### src/rtl/ept_pkg.sv
package ept_pkg;
    localparam int BYTE_W = 8;

    localparam logic [2:0] A_CTRL   = 3'd0;
    localparam logic [2:0] A_MOD_HI = 3'd1;
    localparam logic [2:0] A_MOD_LO = 3'd2;
    localparam logic [2:0] A_CHCTL  = 3'd3;
    localparam logic [2:0] A_CMP_HI = 3'd4;
    localparam logic [2:0] A_CMP_LO = 3'd5;
    localparam logic [2:0] A_CNT_HI = 3'd6;
    localparam logic [2:0] A_CNT_LO = 3'd7;

    localparam logic [1:0] MODE_EDGE = 2'b10;

    typedef enum logic {
        LATCH_EMPTY,
        LATCH_HIGH
    } latch_st_t;

    typedef enum logic [1:0] {
        FLAG_CLEAR,
        FLAG_SET,
        FLAG_ARMED
    } flag_st_t;
endpackage

### src/rtl/ept_pair_latch.sv
module ept_pair_latch
    import ept_pkg::*;
#(
    parameter int W = 16
) (
    input  logic           clk,
    input  logic           rst_n,
    input  logic           wr_hi,
    input  logic           wr_lo,
    input  logic [W/2-1:0] din,
    input  logic           clr,
    input  logic           load,
    output logic [W-1:0]   act_q,
    output logic [W-1:0]   act_nxt
);
    localparam int HW = W / 2;

    latch_st_t      st_q, st_d;
    logic [HW-1:0]  hi_q;
    logic [W-1:0]   buf_q;
    logic           full_q;
    logic           commit;

    // state register
    always_ff @(posedge clk or negedge rst_n) begin
        if (!rst_n) st_q <= LATCH_EMPTY;
        else        st_q <= st_d;
    end

    // next state
    always_comb begin
        st_d = st_q;
        unique case (st_q)
            LATCH_EMPTY: if (wr_hi) st_d = LATCH_HIGH;
            LATCH_HIGH: begin
                if (clr)        st_d = LATCH_EMPTY;
                else if (wr_lo) st_d = LATCH_EMPTY;
            end
            default: st_d = LATCH_EMPTY;
        endcase
    end

    assign commit  = (st_q == LATCH_HIGH) && wr_lo && !clr;
    assign act_nxt = (load && full_q) ? buf_q : act_q;

    // data outputs
    always_ff @(posedge clk or negedge rst_n) begin
        if (!rst_n) begin
            hi_q   <= '0;
            buf_q  <= '0;
            full_q <= 1'b0;
            act_q  <= '0;
        end else begin
            if (wr_hi) hi_q <= din;
            if (commit) buf_q <= {hi_q, din};
            if (load && full_q) act_q <= buf_q;
            if (commit)    full_q <= 1'b1;
            else if (load) full_q <= 1'b0;
        end
    end
endmodule

### src/rtl/ept_counter.sv
module ept_counter #(
    parameter int W = 16
) (
    input  logic         clk,
    input  logic         rst_n,
    input  logic         run,
    input  logic [W-1:0] mod_act,
    output logic [W-1:0] cnt_q,
    output logic [W-1:0] cnt_nxt,
    output logic         wrap
);
    logic at_top;

    assign at_top  = (cnt_q == mod_act);
    assign cnt_nxt = at_top ? '0 : cnt_q + 1'b1;
    assign wrap    = run && at_top;

    always_ff @(posedge clk or negedge rst_n) begin
        if (!rst_n)   cnt_q <= '0;
        else if (run) cnt_q <= cnt_nxt;
    end
endmodule

### src/rtl/ept_channel.sv
module ept_channel
    import ept_pkg::*;
#(
    parameter int W = 16
) (
    input  logic         clk,
    input  logic         rst_n,
    input  logic         run,
    input  logic [W-1:0] cnt_q,
    input  logic [W-1:0] cnt_nxt,
    input  logic [W-1:0] cmp_act,
    input  logic [W-1:0] cmp_nxt,
    input  logic         edge_en,
    input  logic         low_true,
    input  logic         rd_ctl,
    input  logic         wr_ctl,
    input  logic         wr_flag_bit,
    output logic         pwm_q,
    output logic         flag
);
    flag_st_t fst_q, fst_d;
    logic     match;

    assign match = run && (cnt_q == cmp_act);

    // flag state register
    always_ff @(posedge clk or negedge rst_n) begin
        if (!rst_n) fst_q <= FLAG_CLEAR;
        else        fst_q <= fst_d;
    end

    // flag next state
    always_comb begin
        fst_d = fst_q;
        unique case (fst_q)
            FLAG_CLEAR: if (match) fst_d = FLAG_SET;
            FLAG_SET:   if (rd_ctl) fst_d = FLAG_ARMED;
            FLAG_ARMED: begin
                if (match)                     fst_d = FLAG_SET;
                else if (wr_ctl && !wr_flag_bit) fst_d = FLAG_CLEAR;
            end
            default: fst_d = FLAG_CLEAR;
        endcase
    end

    assign flag = (fst_q != FLAG_CLEAR);

    // output register: level for the coming count
    always_ff @(posedge clk or negedge rst_n) begin
        if (!rst_n)   pwm_q <= 1'b0;
        else if (run) pwm_q <= edge_en ? (low_true ^ (cnt_nxt < cmp_nxt)) : 1'b0;
    end
endmodule

### src/rtl/edge_pwm_timer.sv
module edge_pwm_timer
    import ept_pkg::*;
#(
    parameter int CNT_W = 16
) (
    input  logic       clk,
    input  logic       rst_n,
    input  logic       wr_en,
    input  logic       rd_en,
    input  logic [2:0] addr,
    input  logic [7:0] wdata,
    output logic [7:0] rdata,
    input  logic       dbg_mode,
    output logic       pwm_out,
    output logic       chan_flag
);
    localparam int HW = CNT_W / 2;

    logic [1:0]       clk_sel;
    logic [1:0]       ctl_mode;
    logic             ctl_lowtrue;
    logic             run, edge_en;
    logic             wr_ctrl, wr_chctl;
    logic [CNT_W-1:0] mod_act, mod_nxt, cmp_act, cmp_nxt;
    logic [CNT_W-1:0] cnt, cnt_nxt;
    logic             wrap;

    assign wr_ctrl  = wr_en && (addr == A_CTRL);
    assign wr_chctl = wr_en && (addr == A_CHCTL);
    assign run      = (clk_sel != 2'b00);
    assign edge_en  = (ctl_mode == MODE_EDGE);

    always_ff @(posedge clk or negedge rst_n) begin
        if (!rst_n) begin
            clk_sel     <= 2'b00;
            ctl_mode    <= 2'b00;
            ctl_lowtrue <= 1'b0;
        end else begin
            if (wr_ctrl) clk_sel <= wdata[1:0];
            if (wr_chctl) begin
                ctl_mode    <= wdata[3:2];
                ctl_lowtrue <= wdata[0];
            end
        end
    end

    ept_pair_latch #(.W(CNT_W)) u_mod (
        .clk    (clk),
        .rst_n  (rst_n),
        .wr_hi  (wr_en && (addr == A_MOD_HI)),
        .wr_lo  (wr_en && (addr == A_MOD_LO)),
        .din    (wdata[HW-1:0]),
        .clr    (wr_ctrl && dbg_mode),
        .load   (wrap),
        .act_q  (mod_act),
        .act_nxt(mod_nxt)
    );

    ept_pair_latch #(.W(CNT_W)) u_cmp (
        .clk    (clk),
        .rst_n  (rst_n),
        .wr_hi  (wr_en && (addr == A_CMP_HI)),
        .wr_lo  (wr_en && (addr == A_CMP_LO)),
        .din    (wdata[HW-1:0]),
        .clr    (1'b0),
        .load   (wrap),
        .act_q  (cmp_act),
        .act_nxt(cmp_nxt)
    );

    ept_counter #(.W(CNT_W)) u_cnt (
        .clk    (clk),
        .rst_n  (rst_n),
        .run    (run),
        .mod_act(mod_act),
        .cnt_q  (cnt),
        .cnt_nxt(cnt_nxt),
        .wrap   (wrap)
    );

    ept_channel #(.W(CNT_W)) u_ch (
        .clk        (clk),
        .rst_n      (rst_n),
        .run        (run),
        .cnt_q      (cnt),
        .cnt_nxt    (cnt_nxt),
        .cmp_act    (cmp_act),
        .cmp_nxt    (cmp_nxt),
        .edge_en    (edge_en),
        .low_true   (ctl_lowtrue),
        .rd_ctl     (rd_en && (addr == A_CHCTL)),
        .wr_ctl     (wr_chctl),
        .wr_flag_bit(wdata[7]),
        .pwm_q      (pwm_out),
        .flag       (chan_flag)
    );

    always_comb begin
        unique case (addr)
            A_CTRL:   rdata = {6'b0, clk_sel};
            A_MOD_HI: rdata = mod_act[CNT_W-1:HW];
            A_MOD_LO: rdata = mod_act[HW-1:0];
            A_CHCTL:  rdata = {chan_flag, 3'b0, ctl_mode, 1'b0, ctl_lowtrue};
            A_CMP_HI: rdata = cmp_act[CNT_W-1:HW];
            A_CMP_LO: rdata = cmp_act[HW-1:0];
            A_CNT_HI: rdata = cnt[CNT_W-1:HW];
            default:  rdata = cnt[HW-1:0];
        endcase
    end
endmodule

### config.mk
export PLATFORM = sky130hd
export DESIGN_NAME = edge_pwm_timer
export DESIGN_NICKNAME = d
export VERILOG_FILES = /design/src/rtl/ept_pkg.sv /design/src/rtl/ept_pair_latch.sv /design/src/rtl/ept_counter.sv /design/src/rtl/ept_channel.sv /design/src/rtl/edge_pwm_timer.sv
export SDC_FILE = /design/constraint.sdc
export NUM_CORES = 1
export LEC_CHECK = 0
export ABC_AREA = 1
export BUFFER_PORTS_ARGS = -buffer_cell sky130_fd_sc_hd__buf_4
export CAP_MARGIN = 20
export CORE_ASPECT_RATIO = 0.6
export CORE_MARGIN = 4
export CORE_UTILIZATION = 44
export DETAILED_ROUTE_END_ITERATION = 6
export PLACE_DENSITY_LB_ADDON = 0.15
export SLEW_MARGIN = 20
export SYNTH_ARGS = -nofsm -noshare
export SYNTH_HDL_FRONTEND = slang
export SYNTH_SLANG_ARGS = --single-unit
### constraint.sdc
create_clock -name clk -period 7.3 [get_ports clk]
set_input_delay 0.73 -clock clk [delete_from_list [all_inputs] [get_ports clk]]
set_output_delay 0.73 -clock clk [all_outputs]
set_load 0.005 [all_outputs]
-- Yosys cells after proc, flatten, opt, wreduce, memory -nomap -nowiden
Cells that the tools add are included.
W data, S select, Z words.
- register bits after elaboration: 108
- input bits: 16
- output and inout port bits: 10
- word-level logic and storage cells: 79
- add/subtract/negate cells: 1
- magnitude comparators: 1
- equal/unequal tests: 14
- mux-type cells: 19
- bitwise gates (word level): 3
- reduce and logical (&&, ||, !) cells: 25
- operator list (operator ; number):
    $pmux W8 S7 ; 1
    $eq A16 B16 Y1 ; 2
    $mux W16 ; 2
    $add A16 B1 Y16 const B ; 1
    $logic_and A1 B1 Y1 ; 16
    $lt A16 B16 Y1 ; 1
    $eq A3 B3 Y1 const B ; 3
    $mux W1 ; 9
    $mux W2 ; 4
    $reduce_bool A2 Y1 ; 4
    $eq A3 B2 Y1 const B ; 2
    $pmux W2 S3 ; 1
    $eq A2 B2 Y1 const B ; 2
    $ne A2 B1 Y1 const B ; 2
    $pmux W1 S2 ; 2
    $eq A3 B1 Y1 const B ; 1
    $logic_not A3 Y1 ; 1
    $ne A3 B1 Y1 const B ; 1
    $reduce_and A3 Y1 ; 1
    $eq A2 B1 Y1 const B ; 1
    $logic_not A1 Y1 ; 2
    $logic_not A2 Y1 ; 1
    $not A1 Y1 ; 2
    $xor A1 B1 Y1 ; 1

-- Depth between registers and ports, before layout
Gate-level depths: netlist (run 1).
- depth after elaboration: 7
- mapped depth: 23
- gate-level depth less buffers: 23

-- By module
Synthesis (run 1) repeated with hierarchy kept, for this count alone.
- cells, all modules: 939
- area total of the unflattened synthesis: 6747.7 µm²
- by module, submodules not included (module ; times used ; cells each ; area each (µm²) ; seq. area each (µm²)):
    ept_pair_latch ; 2 ; 183 ; 1726.7 ; 1051.0
    ept_counter ; 1 ; 247 ; 1423.9 ; 400.4
    edge_pwm_timer ; 1 ; 155 ; 942.2 ; 125.1
    ept_channel ; 1 ; 171 ; 928.4 ; 75.1

-- Worst setup path after synthesis (run 1)
No wires, ideal clock.
- kind: reg-to-reg
- from: register u_cnt.cnt_q[1]
- to: register u_ch.pwm_q
- library setup time: 0.117 ns
- arrival time: 2.617 ns
- data required time: 7.183 ns
- slack: 4.565 ns
- stages on the path, launching flop included: 23
- buffers on the path: 0
- period minus slack after synthesis: 2.735 ns
- cell sequence: dfrtp_1 > inv_2 > nor3_2 > inv_2 > nor2_2 > nand2_2 > nor2_2 > inv_2 > nor2_4 > inv_2 > nor2_4 > nand3_4 > nor3_4 > nand2_2 > o21ai_2 > a21oi_2 > ha_1 > nand4_1 > o221a_2 > nand2_1 > nand2_1 > nand3_1 > nand2_1
- elaborated cells on any way between the ends: 9
- those cells by class: add/sub (1); order compare (1); eq/ne (1); mux (3); bitwise (1); reduce/logical (2)
- RTL lines (what ; line ; RTL):
    start: declaration ; ept_counter.sv:8 ; output logic [W-1:0] cnt_q,
    start signal: assignment ; ept_counter.sv:20 ; else if (run) cnt_q <= cnt_nxt;
    $add A16 B1 Y16 or $eq A16 B16 Y1 (tied branches) ; ept_counter.sv:15, ept_counter.sv:14 ;
    $mux W16 (*) ; ept_counter.sv:15 ; assign cnt_nxt = at_top ? '0 : cnt_q + 1'b1;
    net cnt_nxt[15] ; edge_pwm_timer.sv:25 ; logic [CNT_W-1:0] cnt, cnt_nxt;
    $lt A16 B16 Y1 (*) ; ept_channel.sv:51 ; else if (run) pwm_q <= edge_en ? (low_true ^ (cnt_nxt < cmp_nxt)) : 1'b0;
    $xor A1 B1 Y1 (*) ; ept_channel.sv:51 ;
    $mux W1 (*) ; ept_channel.sv:51 ;
    end signal: assignment ; ept_channel.sv:51 ;
    end: declaration ; ept_channel.sv:18 ; output logic pwm_q,
The timed path passes the listed nets; every way through them passes the cells marked *.
A chain may end at the register's enable or synchronous reset.

-- Worst setup path in the final report (run 1)
- from: register clk_sel[1]
- to: register u_ch.pwm_q
- cells in the longest elaborated chain, start to end: 7
- RTL lines (what ; line ; RTL):
    start: declaration ; edge_pwm_timer.sv:19 ; logic [1:0] clk_sel;
    start signal: assignment ; edge_pwm_timer.sv:39 ; if (wr_ctrl) clk_sel <= wdata[1:0];
    $reduce_bool A2 Y1 ; edge_pwm_timer.sv:30 ; assign run = (clk_sel != 2'b00);
    $logic_and A1 B1 Y1 ; ept_counter.sv:16 ; assign wrap = run && at_top;
    $logic_and A1 B1 Y1 ; ept_pair_latch.sv:44 ; assign act_nxt = (load && full_q) ? buf_q : act_q;
    $mux W16 ; ept_pair_latch.sv:44 ;
    net cmp_nxt[9] ; edge_pwm_timer.sv:24 ; logic [CNT_W-1:0] mod_act, mod_nxt, cmp_act, cmp_nxt;
    $lt A16 B16 Y1 ; ept_channel.sv:51 ;
    $xor A1 B1 Y1 ; ept_channel.sv:51 ;
    $mux W1 ; ept_channel.sv:51 ;
The timed path passes the listed nets, and every way through them passes these cells.

==> results of run 1 <==
worst max-delay path by stage:
stage,start,to,cells past startpoint
after floorplan,u_cnt.cnt_q[1],u_ch.pwm_q,22
after global placement,clk_sel[1],u_ch.pwm_q,14
after detailed placement,clk_sel[1],u_ch.pwm_q,14
after CTS,clk_sel[1],u_ch.pwm_q,14
after global routing,clk_sel[1],u_ch.pwm_q,14
final,clk_sel[1],u_ch.pwm_q,14
cells in the final DEF, fill, tap and decap left out, types with 3 or more instances in the layout:
cell and count:
nand3_1 13, o22ai_1 15, buf_4 27, clkbuf_16 9, inv_1 101, inv_2 14, nand2_2 3, nor3_1 9
a21oi_1 34, nor2_1 57, dfrtp_1 108, nor3_2 3, nor2_2 3, ha_1 16, xnor2_1 6, nand4_1 6
a211oi_1 5, a2111oi_0 3, nand2_1 179, o21ai_1 9, a221oi_1 4, o21ai_0 89
logic make-up after synthesis:
family / Yosys count
flops: 108
buf+inv: 137
xor+xnor: 8
compound gates: 173
fa+ha+maj: 16
mux: 1
simple gates: 280
per-stage QoR:
stage	instance area, um^2	util (%)
2_1_floorplan	5650	-
3_3_place_gp	5980	48.7
3_5_place_dp	6000	48.8
4_1_cts	6300	51.3
5_1_grt	6320	51.4
6_report	6320	51.4
report_power, final:
group / internal [mW] / total, mW / switching (mW)
sequential: 0.786 / 0.949 / 0.162
combinational: 0.260 / 0.727 / 0.468
clock: 0.244 / 0.496 / 0.251
cell type report:
cell class,instances,area [um^2]
clock buffer,9,225
clock inverter,7,80.1
fill,1212,5980
inverter,117,439
multi-input combinational,478,2430
sequential,108,2700
tap,165,206
timing repair buffer,29,233
metal layers:
layer  GRT usage [%]  vias to the layer above
li1                -                     2379
met5               0                        -
met3            4.31                       13
met1            37.9                     2414
met4            4.70                        0
met2            35.4                      252
registers in the layout (all words and copies together) (netlist names), 8 cells and up:
signal,cells
u_mod.hi_q,8
u_cmp.buf_q,16
u_mod.buf_q,16
u_cnt.cnt_q,16
u_cmp.act_q,16
u_mod.act_q,16
u_cmp.hi_q,8
worst max-delay path, stage by stage, from the launching register on:
cell and delay, ps:
dfrtp_1 400, nor2_1 380, inv_1 540, nand4_1 310, inv_1 350, o21ai_0 350, inv_1 70, ha_1 290
a21oi_1 160, nor2_1 60, a211oi_1 170, o221a_2 230, nand3_1 80, nand3_1 90, nand2_1 50
==> flow_metrics.tcl, run 1 <==
set metrics [dict create \
    outcome "complete, no violations" \
    dieArea_mm2 0.0148 \
    first_global_vias 4625 \
    rr_startpoint "clk_sel[1]" \
    synthMuxAreaShare_pct 0.199 \
    synth_compound_area_share_pct 17.1 \
    yosys.cell_count.top_type "nand2_1" \
    power.total_mw 2.17 \
    r2r_end "u_ch.pwm_q" \
    cts_resized 0 \
    drv_slew 0 \
    start_util_pct 46.0 \
    max-slew-margin-rel_pct 37.0 \
    yosysWarningCount 0 \
    drtAntennaViolNets 0 \
    cts-root-buf "clkbuf_16" \
    synthFlopType "dfrtp_1" \
    wl_per_cell_um 19.3 \
    cp-end-kind "register" \
    core_mm2 0.0123 \
    drive_above_1_share_pct 10.4 \
    cts_buffer_depth 2 \
    io_buffers 25 \
    ctsHtreeMaxLevel 3 \
    postCtsSetupBuffers 0 \
    ff2ff_path_depth 14 \
    synth-simple-area-share_pct 20.9 \
    synth_fp_nets 755 \
    nets 775 \
    fin_crit_sh_pct 49.7 \
    gp_congestion 1.02 \
    grt_pass1_wl_um 26600 \
    cp.required_ps 7550 \
    grt_start_max_net_pins 68 \
    die_x_um 154 \
    setup_slack_ps 3670 \
    tritoncts "yes" \
    finalHoldViolCount 0 \
    synth_edf_count 0 \
    rows 31 \
    dpl.hpwl_um 13500 \
    syn2layout_area_growth_pct 11.8 \
    final_cells 913 \
    cts_hold_buf 0 \
    synthXorXnorAreaFrac_pct 1.24 \
    wirelength_um 17600 \
    seq_area_frac_synth_pct 47.8 \
    antenna_found_initial 1 \
    io_pins 26 \
    syn-cell-area_mm2 0.00565 \
    drc 0 \
    whs_ps 342 \
    synth-seq-cells 108 \
    tightest_slew_ps 944 \
    setup_viol 0 \
    viasPerCell 5.54 \
    ys_async_sr_fraction_pct 100 \
    start_kind "register" \
    dr.pass1.iters 5 \
    yosysTopAreaCell "dfrtp_1" \
    vias 5058 \
    drt-met1-wl_um 8440 \
    ir_drop_uv 142 \
    synth_area_leaders "dfrtp_1 (48%), nand2_1 (12%), o21ai_0 (7.9%)" \
    drv_cap 0 \
    drt_iter0_drc 544 \
    met3_length_um 1790 \
    arrival_ps 3880 \
    synthAdderAreaFrac_pct 3.54 \
    dr_wl_met2_um 7230 \
    fin_skew_ps 9.50 \
    diodes 0 \
    rsz0062_at_grt "false" \
    cts_buffers 9 \
    grt_use_total_pct 24.3 \
    period_minus_slack_ps 3630 \
    timing.fmax_mhz 276 \
    synth_top_family_by_area "simple AND/OR/NAND/NOR gates" \
    clkSlewWorstSetupHoldPaths_ps 80 \
    synth_cells 723 \
    post-place-ws_ps 3700 \
    placed_cells 896 \
    tns_ps 0 \
    overflow 0 \
    synth_area_per_cell_um2 7.82 \
    die_height_um 95.8 \
    topRoutingLayerUsed "met4" \
    min_path_type "in2async" \
    critical_path.max_fanout 33 \
    synth_top_cell_area_share_pct 47.8 \
    crit_type "reg2reg" \
    powerDensity_mw_per_mm2 344 \
    synth_commonest_cells "nand2_1 (179), dfrtp_1 (108), inv_1 (101)" \
    r2r_slack_ps 3670 \
    p_leak_nw 3.11 \
    ys_types 43 \
    clkLatencyLatePin_ps 360 \
    cts_sinks 108 \
]
Power figures use the tool's default switching activity.
==> run 2: changes to the inputs <==
Clock period 7.3 ns to 3.2 ns, I/O delays scaled along.
==> flow_metrics.tcl, run 2 (synthesis gave the netlist of run 1 again) <==
set metrics [dict create \
    outcome "complete, no violations" \
    powerDensity_mw_per_mm2 766 \
    dr.pass1.iters 6 \
    min_path_type "in2async" \
    cts-root-buf "clkbuf_16" \
    start_util_pct 46.0 \
    worst-path-buf-inv 4 \
    timing.fmax_mhz 332 \
    dpl.hpwl_um 13300 \
    io_buffers 25 \
    ir_drop_uv 279 \
    final_area_mm2 0.00643 \
    p_leak_nw 3.18 \
    place_area_mm2 0.00610 \
    tns_ps 0 \
    layout_common_cells "nand2_1 (179), dfrtp_1 (104), inv_1 (99)" \
    period_minus_slack_ps 3010 \
    final_cells 929 \
    cp-end-kind "register" \
    post-place-ws_ps 164 \
    first_global_vias 4755 \
    grt_pass1_wl_um 27200 \
    antenna_found_initial 1 \
    viasPerCell 5.44 \
    dieArea_mm2 0.0148 \
    crit_type "reg2reg" \
    grt_start_max_net_pins 60 \
    die_x_um 154 \
    fin_skew_ps 11.8 \
    path_common_cell "inv_2" \
    cts_buffer_depth 2 \
    gp_congestion 1.09 \
    setup_viol 0 \
    vias 5053 \
    drv_cap 0 \
    drt_iter0_drc 616 \
    syn2layout_area_growth_pct 13.8 \
    start_kind "register" \
    fin_crit_sh_pct 94.2 \
    tightest_slew_ps 755 \
    fill_cells 1156 \
    die_height_um 95.8 \
    path_cells "inv_2 > nor3_4 > inv_2 > nor2_2 > nand2_2 > nor2_2 > inv_2 > nor2_4 > inv_2 > nor2_4 > nand3_4 > nor3_4 > nand2_2 > o21ai_2 > a21oi_2 > ha_1 > nand4_1 > o221a_2 > nand2_1 > nand2_1 > nand3_1 > nand2_1" \
    cp.required_ps 3450 \
    finish.utilization_pct 52.3 \
    diodes 0 \
    drtAntennaViolNets 0 \
    tritoncts "yes" \
    final_common_cell "nand2_1" \
    ctsHtreeMaxLevel 3 \
    max-slew-margin-rel_pct 48.4 \
    clkLatencyLatePin_ps 350 \
    finalHoldViolCount 0 \
    io_pins 26 \
    drv_slew 0 \
    critical_path.max_fanout 5 \
    nets 791 \
    slowest_delay_ps 420 \
    overflow 0 \
    rows 31 \
    wl_per_cell_um 18.5 \
    wirelength_um 17200 \
    arrival_ps 3260 \
    grt_use_total_pct 24.5 \
    critPathSlowestCell "dfrtp_2" \
    core_mm2 0.0123 \
    clkSlewWorstSetupHoldPaths_ps 80 \
    crit_family "simple AND/OR/NAND/NOR gates" \
    cts_buffers 9 \
    drive_above_1_share_pct 13.1 \
    placed_cells 909 \
    cts_sinks 108 \
    rsz0062_at_grt "true" \
    setup_slack_ps 187 \
    drc 0 \
]
[run 2: where the power goes]
group / total (mW) / switching, mW / internal [mW]
sequential: 2.15 / 0.350 / 1.80
clock: 1.09 / 0.540 / 0.546
combinational: 1.69 / 1.06 / 0.632
[run 2: final cells by class]
type / instances / area, um^2 / area share (%)
Tap cell: 165 / 206 / 3.21
Timing Repair Buffer: 45 / 350 / 5.45
Clock inverter: 6 / 53.8 / 0.837
Multi-Input combinational cell: 478 / 2440 / 38.0
Sequential cell: 108 / 2710 / 42.1
Clock buffer: 10 / 229 / 3.56
Inverter: 117 / 439 / 6.83
[run 2: metrics by stage]
step	hold slack [ps]	total power, mW
after floorplan	24.4	3.16
after global placement	435	3.74
after detailed placement	444	3.79
after CTS	63.7	4.88
after global routing	92.9	5.29
final	37.6	4.92
[run 2: worst paths after layout]
kind | slack, ps | end | startpoint | depth (start not counted)
worst max-delay path | 190 | u_ch.pwm_q | u_cnt.cnt_q[0] | 22
worst min-delay path | 40 | u_cmp.buf_q[4] | rst_n | 1
worst max register to register | 190 | u_ch.pwm_q | u_cnt.cnt_q[0] | 22
worst min register to register | 460 | u_ch.fst_q[0] | u_ch.fst_q[0] | 1
max in group asynchronous | 2380 | u_cnt.cnt_q[11] | rst_n | 2
min in group clk | 190 | u_cmp.buf_q[6] | wdata[6] | 3
[run 2: routing by layer]
layer,global-route usage [%],up-vias,share of wire [%]
met1,37.4,2403,50
met5,0,-,0
li1,-,2416,-
met2,35.2,210,40
met3,5.97,24,9.1
met4,4.78,0,1.3
[run 2: timing repair]
item | CTS | global route
hold buffers | 0 | 0
resized for setup | 0 | 8
setup endpoints to repair | 0 | 1
setup buffers | 0 | 4
endpoints found under the hold margin | 0 | 0
[run 2: worst register-to-register path: cells and delay by family, from the launching register on]
family                   cells  cell delay, ps
AND/OR/NAND/NOR             14            1410
AO/OA/AOI/OAI                3             500
adder cells (fa/ha/maj)      1             330
buffers and inverters        4             250
flip-flops                   1             420
==> run 3: changes to the inputs <==
Settings changed: MAX_ROUTING_LAYER set to met4.
==> flow_metrics.tcl, run 3 (synthesis gave the netlist of run 1 again) <==
set metrics [dict create \
    syn2layout_area_growth_pct 15.3 \
    min_path_type "in2async" \
    seqPwrFrac_pct 43.1 \
    core_mm2 0.0123 \
    finalHoldViolCount 0 \
    powerDensity_mw_per_mm2 763 \
    r2r_slack_ps 150 \
    wl_per_cell_um 18.9 \
    io_buffers 25 \
    start_util_pct 46.0 \
    antenna_found_initial 1 \
    rows 31 \
    clkSlewWorstSetupHoldPaths_ps 70 \
    outcome "complete, no violations" \
    ir_drop_uv 292 \
    dpl.hpwl_um 13600 \
    max-slew-margin-rel_pct 45.1 \
    setup_viol 0 \
    cts_buffers 9 \
    crit_type "reg2reg" \
    overflow 0 \
    drive_above_1_share_pct 14.8 \
    vias 5085 \
    cp-end-kind "register" \
    layout_common_cells "nand2_1 (178), dfrtp_1 (101), inv_1 (99)" \
    cp.required_ps 3450 \
    tritoncts "yes" \
    start_kind "register" \
    clkLatencyLatePin_ps 350 \
    p_leak_nw 3.21 \
    register_area_mm2 0.00271 \
    gp_congestion 0.998 \
    ctsHtreeMaxLevel 3 \
    dieArea_mm2 0.0148 \
    swShare_pct 39.7 \
    io_pins 26 \
    die_height_um 95.8 \
    die_x_um 154 \
    finish.utilization_pct 53.0 \
    fill_cells 1189 \
    grt_start_max_net_pins 63 \
    diodes 0 \
    wirelength_um 17800 \
    fin_skew_ps 9.06 \
    drv_cap 0 \
    final_area_mm2 0.00652 \
    critical_path.max_fanout 5 \
    combPwrFrac_pct 35.0 \
    grt_pass1_wl_um 27000 \
    grt_use_total_pct 25.3 \
    drc 0 \
    cts_buffer_depth 2 \
    period_minus_slack_ps 3050 \
    final_common_cell "nand2_1" \
    drt_iter0_drc 444 \
    multi_input_area_mm2 0.00246 \
    p_switching_mw 1.97 \
    p_int_mw 3.00 \
    power_frac_clock_pct 21.9 \
    first_global_vias 4626 \
    drtAntennaViolNets 0 \
    timing.fmax_mhz 328 \
    viasPerCell 5.43 \
    place_area_mm2 0.00613 \
    tightest_slew_ps 823 \
    fin_crit_sh_pct 95.2 \
    nets 799 \
    cts-root-buf "clkbuf_16" \
    dr.pass1.iters 5 \
    arrival_ps 3290 \
    cts_sinks 108 \
    drv_slew 0 \
    rsz0062_at_grt "true" \
]
[run 3: changes by cell type in the layout (fill, tap and decap cells not counted), moves of 2 or more]
cell        delta
buf_4          +6
dfrtp_1        -3
dfrtp_2        +3
clkinvlp_4     +2
nor3_1         -2
nor3_2         +2
[run 3: worst max-delay path: stages, from the launching register on]
cell,delay (ps)
dfrtp_2,380
inv_2,80
nor3_4,220
inv_2,70
nor2_4,90
nand2_2,60
nor2_2,80
inv_2,60
nor2_4,90
inv_2,50
nor2_4,150
nand3_4,110
nor3_4,240
nand2_2,100
o21ai_2,130
a21oi_2,80
ha_1,330
nand4_1,130
o221a_2,270
nand2_1,80
nand2_2,50
nand3_2,50
nand2_1,50
[run 3: layout make-up]
cell class	instances	share of cell area, %
clock buffer	10	3.51
multi-input combinational	478	37.8
timing repair buffer	53	6.30
sequential	108	41.6
clock inverter	6	0.845
tap	165	3.17
inverter	117	6.78
[run 3: worst paths after layout]
check                               startpoint             end  cells past startpoint
worst max register to register  u_cnt.cnt_q[1]      u_ch.pwm_q                     22
worst min-delay path                     rst_n  u_cmp.buf_q[2]                      1
worst min register to register   u_ch.fst_q[0]   u_ch.fst_q[0]                      1
worst max-delay path            u_cnt.cnt_q[1]      u_ch.pwm_q                     22
min in group clk                      wdata[6]  u_cmp.buf_q[6]                      3
max in group asynchronous                rst_n  u_cnt.cnt_q[9]                      2
[run 3: per-stage QoR]
step	instances	hold WS, ps	TNS, ps	setup WS [ps]	total power [mW]
floorplan	723	24.4	0	465	3.16
global placement	912	439	0	175	3.77
detailed placement	913	465	0	155	3.79
CTS	929	88.6	0	127	4.90
global route	937	114	-3.31	-3.31	5.36
finish	937	59.1	0	155	4.98
[run 3: what timing repair did]
| action | in CTS | in global routing |
|---|---|---|
| setup buffers | 0 | 8 |
| endpoints found under the hold margin | 0 | 0 |
| gates resized for setup | 0 | 19 |
| hold buffers | 0 | 0 |
| setup endpoints to repair | 0 | 1 |
[run 3: routing by layer]
layer	vias up	part of all wire (%)	wire (um)	track usage, %
met4	0	1.2	217	4.92
li1	2432	-	-	-
met5	-	0	0	-
met1	2439	50	8930	38.6
met2	197	40	7120	33.8
met3	17	8.3	1480	6.33
[run 3: power by group through the flow]
| stage | Sequential [mW] | Combinational, mW | Clock, mW |
|---|---|---|---|
| 6_report | 2.14 | 1.74 | 1.09 |
| 5_1_grt | 2.18 | 1.99 | 1.18 |
| 4_1_cts | 2.13 | 1.64 | 1.12 |
| 3_5_place_dp | 2.16 | 1.63 | 0 |
| 3_3_place_gp | 2.15 | 1.62 | 0 |
| 2_1_floorplan | 2.03 | 1.13 | 0 |
